`config.mk`:
```
export PLATFORM = sky130hd
export DESIGN_NAME = sample_strobe_seq
export DESIGN_NICKNAME = d
export VERILOG_FILES = /design/src/rtl/sss_pkg.sv /design/src/rtl/sss_phase_edge.sv /design/src/rtl/sss_token_chain.sv /design/src/rtl/sss_strobe_map.sv /design/src/rtl/sample_strobe_seq.sv
export SDC_FILE = /design/constraint.sdc
export NUM_CORES = 1
export LEC_CHECK = 0
export BUFFER_PORTS_ARGS = -buffer_cell sky130_fd_sc_hd__buf_2
export CAP_MARGIN = 20
export CORE_UTILIZATION = 40
export CTS_BUF_LIST = sky130_fd_sc_hd__clkbuf_16
export CTS_CLUSTER_SIZE = 30
export DETAILED_ROUTE_END_ITERATION = 7
export GPL_ROUTABILITY_DRIVEN = 0
export MAX_ROUTING_LAYER = met4
export PLACE_DENSITY = 0.68
export SLEW_MARGIN = 40
export SYNTH_ARGS = -nofsm -noshare
export SYNTH_HDL_FRONTEND = slang
export SYNTH_HIERARCHICAL = 1
export SYNTH_SLANG_ARGS = --single-unit
```
`constraint.sdc`:
```
create_clock -name clk -period 1.6 [get_ports clk]
set_clock_uncertainty 0.15 [all_clocks]
set_input_delay 0.16 -clock clk [delete_from_list [all_inputs] [get_ports clk]]
set_output_delay 0.16 -clock clk [all_outputs]
set_load 0.1 [all_outputs]
```
`src/rtl/sss_pkg.sv`:
```
// Package: shared constants and the configuration record for the
// sampling pulse sequencer. Assumes exactly three colour channels per group.
package sss_pkg;

    localparam int PHASES = 3;

    typedef struct packed {
        logic right;  // token runs from group 1 upward
        logic simul;  // phase 0 strobes the whole triple
    } seq_cfg_t;

endpackage

```
`src/rtl/sss_phase_edge.sv`:
```
// Module: registers the phase levels in the system clock domain and flags
// a rising edge on each phase. Assumes each phase input is held stable for
// at least one system clock period between changes.
module sss_phase_edge #(
    parameter int NPH = 3
) (
    input  logic           clk,
    input  logic           rst_n,
    input  logic [NPH-1:0] ph_i,
    output logic [NPH-1:0] ph_lvl_o,
    output logic [NPH-1:0] ph_rise_o
);

    logic [NPH-1:0] ph_q;

    // Purpose: keep the previous phase levels for edge detection.
    always_ff @(posedge clk) begin
        if (!rst_n) ph_q <= '0;
        else        ph_q <= ph_i;
    end

    // Purpose: a rise is a high input that was low one clock earlier.
    always_comb begin
        ph_rise_o = ph_i & ~ph_q;
        ph_lvl_o  = ph_q;
    end

    // a detected rise shows up as a high level on the next clock.
    p_rise_to_level_r11: assert property (@(posedge clk) disable iff (!rst_n)
        ph_rise_o[0] |=> ph_lvl_o[0]);

endmodule

```
`src/rtl/sss_token_chain.sv`:
```
// Module: single-token shift register over the groups plus the two
// cascade outputs. Moves only on an advance pulse. A start at the entry
// end reloads the chain, so at most one token exists at any time.
module sss_token_chain #(
    parameter int GROUPS = 160
) (
    input  logic              clk,
    input  logic              rst_n,
    input  logic              adv_i,
    input  logic              dir_right_i,
    input  logic              start_r_i,
    input  logic              start_l_i,
    output logic [GROUPS-1:0] tok_o,
    output logic              carry_r_o,
    output logic              carry_l_o
);

    localparam int LAST = GROUPS - 1;

    logic [GROUPS-1:0] tok_q;
    logic [GROUPS-1:0] shifted;
    logic [GROUPS-1:0] entry;
    logic [GROUPS-1:0] tok_next;
    logic              start_in;
    logic              exit_bit;
    logic              carry_r_q;
    logic              carry_l_q;

    // Purpose: pick the active start pin, the exit bit and the next chain value.
    always_comb begin
        start_in = dir_right_i ? start_r_i : start_l_i;
        exit_bit = dir_right_i ? tok_q[LAST] : tok_q[0];
        shifted  = dir_right_i ? {tok_q[LAST-1:0], 1'b0} : {1'b0, tok_q[LAST:1]};
        entry    = '0;
        if (dir_right_i) entry[0]    = 1'b1;
        else             entry[LAST] = 1'b1;
        tok_next = start_in ? entry : shifted;
    end

    // Purpose: advance the chain and capture the cascade pulse on each advance.
    always_ff @(posedge clk) begin
        if (!rst_n) begin
            tok_q     <= '0;
            carry_r_q <= 1'b0;
            carry_l_q <= 1'b0;
        end else if (adv_i) begin
            tok_q     <= tok_next;
            carry_l_q <= dir_right_i & exit_bit;
            carry_r_q <= ~dir_right_i & exit_bit;
        end
    end

    assign tok_o     = tok_q;
    assign carry_r_o = carry_r_q;
    assign carry_l_o = carry_l_q;

    p_single_token_r9: assert property (@(posedge clk) disable iff (!rst_n)
        $onehot0(tok_q));

    p_step_right_r2: assert property (@(posedge clk) disable iff (!rst_n)
        (adv_i && dir_right_i && !start_in && tok_q[0]) |=> tok_q[1]);

    p_step_left_r3: assert property (@(posedge clk) disable iff (!rst_n)
        (adv_i && !dir_right_i && !start_in && tok_q[LAST]) |=> tok_q[LAST-1]);

    p_exit_carry_r5: assert property (@(posedge clk) disable iff (!rst_n)
        (adv_i && dir_right_i && tok_q[LAST]) |=> (carry_l_o && !carry_r_o));

    p_carry_hold_r5: assert property (@(posedge clk) disable iff (!rst_n)
        !adv_i |=> ($stable(carry_l_o) && $stable(carry_r_o)));

endmodule

```
`src/rtl/sss_strobe_map.sv`:
```
// Module: turns the active-group token and the registered phase levels into
// the three strobes of every group. Sequential mode swaps the outer phases
// with direction; simultaneous mode drives the whole triple from phase 0.
module sss_strobe_map #(
    parameter int GROUPS = 160
) (
    input  logic [GROUPS-1:0]   tok_i,
    input  logic [2:0]          ph_lvl_i,
    input  sss_pkg::seq_cfg_t   cfg_i,
    output logic [3*GROUPS-1:0] strobe_o
);

    logic en_first;
    logic en_mid;
    logic en_last;

    // Purpose: choose which phase drives each position within a triple.
    always_comb begin
        en_first = cfg_i.simul ? ph_lvl_i[0] : (cfg_i.right ? ph_lvl_i[0] : ph_lvl_i[2]);
        en_mid   = cfg_i.simul ? ph_lvl_i[0] : ph_lvl_i[1];
        en_last  = cfg_i.simul ? ph_lvl_i[0] : (cfg_i.right ? ph_lvl_i[2] : ph_lvl_i[0]);
    end

    for (genvar g = 0; g < GROUPS; g++) begin : g_grp
        assign strobe_o[3*g]     = tok_i[g] & en_first;
        assign strobe_o[3*g + 1] = tok_i[g] & en_mid;
        assign strobe_o[3*g + 2] = tok_i[g] & en_last;
    end

endmodule

```
`src/rtl/sample_strobe_seq.sv`:
```
// Module: top of the sampling pulse sequencer. It samples the phase inputs,
// moves the token on each rise of phase 0 and maps it to 3*GROUPS strobes.
// The hold-bank select is passed straight through as a one-hot flag.
// Assumes the phase inputs change slowly compared with clk.
module sample_strobe_seq #(
    parameter int GROUPS = 160
) (
    input  logic                clk,
    input  logic                rst_n,
    input  logic                dir_right_i,
    input  logic                mode_simul_i,
    input  logic                bank_sel_i,
    input  logic [2:0]          phase_i,
    input  logic                start_r_i,
    input  logic                start_l_i,
    output logic                carry_r_o,
    output logic                carry_l_o,
    output logic [3*GROUPS-1:0] strobe_o,
    output logic [1:0]          hold_bank_o
);

    import sss_pkg::*;

    logic [PHASES-1:0] ph_lvl;
    logic [PHASES-1:0] ph_rise;
    logic [GROUPS-1:0] tok;
    seq_cfg_t          cfg;

    // Purpose: bundle the static configuration inputs.
    always_comb begin
        cfg.right = dir_right_i;
        cfg.simul = mode_simul_i;
    end

    // Purpose: bank 1 samples when the select is high, bank 2 otherwise.
    always_comb hold_bank_o = {~bank_sel_i, bank_sel_i};

    sss_phase_edge #(.NPH(PHASES)) u_edge (
        .clk       (clk),
        .rst_n     (rst_n),
        .ph_i      (phase_i),
        .ph_lvl_o  (ph_lvl),
        .ph_rise_o (ph_rise)
    );

    sss_token_chain #(.GROUPS(GROUPS)) u_chain (
        .clk         (clk),
        .rst_n       (rst_n),
        .adv_i       (ph_rise[0]),
        .dir_right_i (dir_right_i),
        .start_r_i   (start_r_i),
        .start_l_i   (start_l_i),
        .tok_o       (tok),
        .carry_r_o   (carry_r_o),
        .carry_l_o   (carry_l_o)
    );

    sss_strobe_map #(.GROUPS(GROUPS)) u_map (
        .tok_i    (tok),
        .ph_lvl_i (ph_lvl),
        .cfg_i    (cfg),
        .strobe_o (strobe_o)
    );

    p_triple_limit_r9: assert property (@(posedge clk) disable iff (!rst_n)
        $countones(strobe_o) <= 3);

    p_simul_triple_r8: assert property (@(posedge clk) disable iff (!rst_n)
        (mode_simul_i && ph_lvl[0] && (|tok)) |-> ($countones(strobe_o) == 3));

    p_simul_quiet_r8: assert property (@(posedge clk) disable iff (!rst_n)
        (mode_simul_i && !ph_lvl[0]) |-> (strobe_o == '0));

    p_seq_single_r6: assert property (@(posedge clk) disable iff (!rst_n)
        (!mode_simul_i && $onehot0(ph_lvl)) |-> ($countones(strobe_o) <= 1));

    p_bank_onehot_r10: assert property (@(posedge clk) disable iff (!rst_n)
        $onehot(hold_bank_o));

endmodule

```
==> run summary, run 1 <==
Die height: 195 um
Root buf cell: clkbuf_16
Ys Warns: 6
Largest net degree at the start of global routing: 97
H-tree depth: 4
WEP type: top-level output
Mapped Nets: 1671
Cell Area, Synth: 15000 um2
FP Rows: 70
Effective utilization at floorplan: 40.7%
Post-detailed-placement half-perimeter wirelength: 54200 um
Post-Syn Instances: 1661
Boundary Pins: 494
Die X-Extent: 195 um
Worst EP post-GRT repair: strobe_o[240]
Worst slack, placed: -0.314 ns
Err: [ERROR DPL-0038] Utilization greater than 100%, impossible to legalize
Total CTS buffers: 17
Buffers on Ports: 493
CTS sink cnt: 165
Failing step: global routing (5_1_grt)
Status: stopped before the end
Mean Syn Cell Area: 9.00 um2
Clock buffer depth: 2
## timing repair
action                                  CTS
endpoints found under the hold margin     5
resized for setup                       246
hold buffers                              5
endpoints found under the setup margin  642
buffers inserted                         20
gates cloned                             11
## per-stage QoR
| step | util [%] | area, um2 | hold WS [ns] | instances |
|---|---|---|---|---|
| 4_1_cts | 93.9 | 34500 | 0.123 | 2801 |
| 3_3_place_gp | 88.0 | 32300 | 0.229 | 2733 |
| 3_5_place_dp | 88.0 | 32300 | 0.219 | 2733 |
| 2_1_floorplan | - | 20600 | 0.132 | 1661 |
==> run 2: changes to the inputs <==
CORE_UTILIZATION = 25   (was 40)
CTS_BUF_LIST = not set   (was sky130_fd_sc_hd__clkbuf_16)
CTS_CLUSTER_SIZE = not set   (was 30)
MAX_ROUTING_LAYER = not set   (was met4)
PLACE_DENSITY = not set   (was 0.68)
PLACE_DENSITY_LB_ADDON = 0.15   (was not set)
clock period = 2.1 ns   (was 1.6 ns; I/O delays follow)
==> run 2 against run 1 <==
  * The flow now finishes, with violations (setup timing)
  * Synthesized cell count did not move
  * Synthesized area did not move
==> run summary, run 2 <==
DIE AREA: 60800 um2
CTS tree: done
Hold endpoint: u_chain/tok_o[159]
Lkg Pwr: 11.2 nW
Worst endpoint required time: 1.74 ns
Largest net degree at the start of global routing: 167
Peak VDD IR: 0.581 mV
Vias in the first global route: 15200
Final ANT Viol Nets: 0
Nets: 2146
Buffers on Ports: 493
Clk slew on worst S/H paths: 0.07 ns
Area Overhead vs Synth: 114%
Largest register FFs: 160
Global route overflow: 0
Total CTS buffers: 17
Hold Startpoint: dir_right_i
Die height: 247 um
Final Core Density: 54.2%
Avg WL per Cell: 23.9 um
Worst Path Max Fanout: 18
Status: finished, violations left
Gr usage total: 20.9%
Initial DRC Count: 868
Boundary Pins: 494
Setup slack, reg-to-reg: -0.02 ns
Crit path launch: u_edge/ph_lvl_o[0]
Worst r2r path cells: 6
CTS sink cnt: 165
Final period util: 107%
Post-detailed-placement half-perimeter wirelength: 42900 um
Max transition margin: 43.4%
Initial antenna violation count: 2
Via count: 15200
Cell Area, Synth: 15000 um2
Setup slack after layout: -0.153 ns
Worst slew pin tran: 0.849 ns
Min-Delay Path Depth: 4
Fmax: 444 MHz
Core area: 59000 um2
Number of remaining DRC errors: 0
FP Rows: 89
Routed WL: 69800 um
Effective utilization at floorplan: 25.3%
Most common cell after layout, fill and taps aside: buf_12
Min cycle time layout: 2.25 ns
First-pass GRT wire length: 98200 um
Failing checks: setup timing
Die X-Extent: 247 um
H-tree depth: 4
Clock buffer depth: 2
Worst-Skew Late Latency: 0.45 ns
Mean Syn Cell Area: 9.00 um2
Root buf cell: clkbuf_16
Critical path arrival: 1.89 ns
FILL cells: 4824
WS Path Type: reg2out
R2R Path End: u_chain/tok_o[36]
Fin. max-slew vios: 0
Drt via density: 5.19
Router iterations before antenna repair: 5
PnR Total Power: 8.80 mW
Max-cap check violation count: 0
CP Capture Type: output pin
Hold Path Class: in2reg
Fraction of layout cells with a size suffix above 1: 61.9%
Worst reg2reg startpoint: u_edge/ph_lvl_o[0]
Worst setup SP type: register
Final Hold Viols: 0
Most frequent cells in the layout: 528 x buf_12, 232 x nand2_1, 204 x mux2i_1, 163 x dfxtp_1
Mapped Nets: 1671
Pwr per Cell Area: 275 nW/um2
Post-Syn Instances: 1661
Setup violations, final: 474
Ys Warns: 6
RSZ-0062 raised after global routing: true
==> run 2: how the worst max path moves through the flow <==
stage | to | slack [ns] | cells after the start
3_3_place_gp | strobe_o[295] | 0.11 | 6
2_1_floorplan | strobe_o[102] | -0.74 | 4
5_1_grt | strobe_o[6] | -0.22 | 5
4_1_cts | strobe_o[6] | -0.16 | 5
6_report | strobe_o[6] | -0.15 | 5
3_5_place_dp | strobe_o[119] | 0.07 | 6
==> run 2: area by class of cell <==
cell class / count / area (um2) / area share [%]
Multi-Input combinational cell: 1297 / 14600 / 45.7
Timing Repair Buffer: 653 / 12400 / 38.9
Sequential cell: 165 / 3310 / 10.3
Tap cell: 773 / 967 / 3.02
Clock buffer: 19 / 443 / 1.38
Clock inverter: 13 / 169 / 0.528
Inverter: 2 / 15.0 / 0.0469
Antenna cell: 2 / 5.00 / 0.0156
==> run 2: where the power goes <==
group	leakage (nW)	internal (mW)	switching, mW
registers	1.33	3.13	0.0170
logic	9.58	0.933	1.34
clock network	0.292	1.92	1.46
total	11.2	5.99	2.82
==> run 2: stage by stage <==
step | hold slack (ns) | cells | setup WS [ns] | cell area, um2 | setup TNS, ns
after floorplan | 0.182 | 1661 | -0.742 | 17400 | -138.79
after global placement | 0.278 | 2827 | 0.107 | 28400 | 0
after detailed placement | 0.273 | 2827 | 0.0746 | 28400 | 0
after CTS | 0.221 | 2895 | -0.156 | 30200 | -47.00
after global routing | 0.254 | 2924 | -0.218 | 32000 | -71.01
final | 0.235 | 2924 | -0.153 | 32000 | -38.48
==> run 2: worst max-delay path: stages, from the launching register on <==
cell and delay (ns):
dfxtp_4 0.37, buf_12 0.19, buf_16 0.21, nand2_1 0.14
mux2i_2 0.26, buf_12 0.21
==> run 2: metal layers <==
metal  GRT usage, %  up-vias  part of all wire (%)  routed length (um)
met2           36.4      416                    50               35100
met3           4.00       61                   5.4                3750
met1           26.4     7678                    42               29600
li1               -     7030                     -                   -
met4           4.58        0                   2.0                1380
met5              0        -                     0                   0
==> run 2: repair_timing <==
item                       CTS  global route
resized for setup          124           259
hold endpoints to repair     5             0
hold buffers                 6             0
setup endpoints to repair  447           480
gates cloned                16            25
buffers inserted            14             3
(Power assumes the default switching activity.)
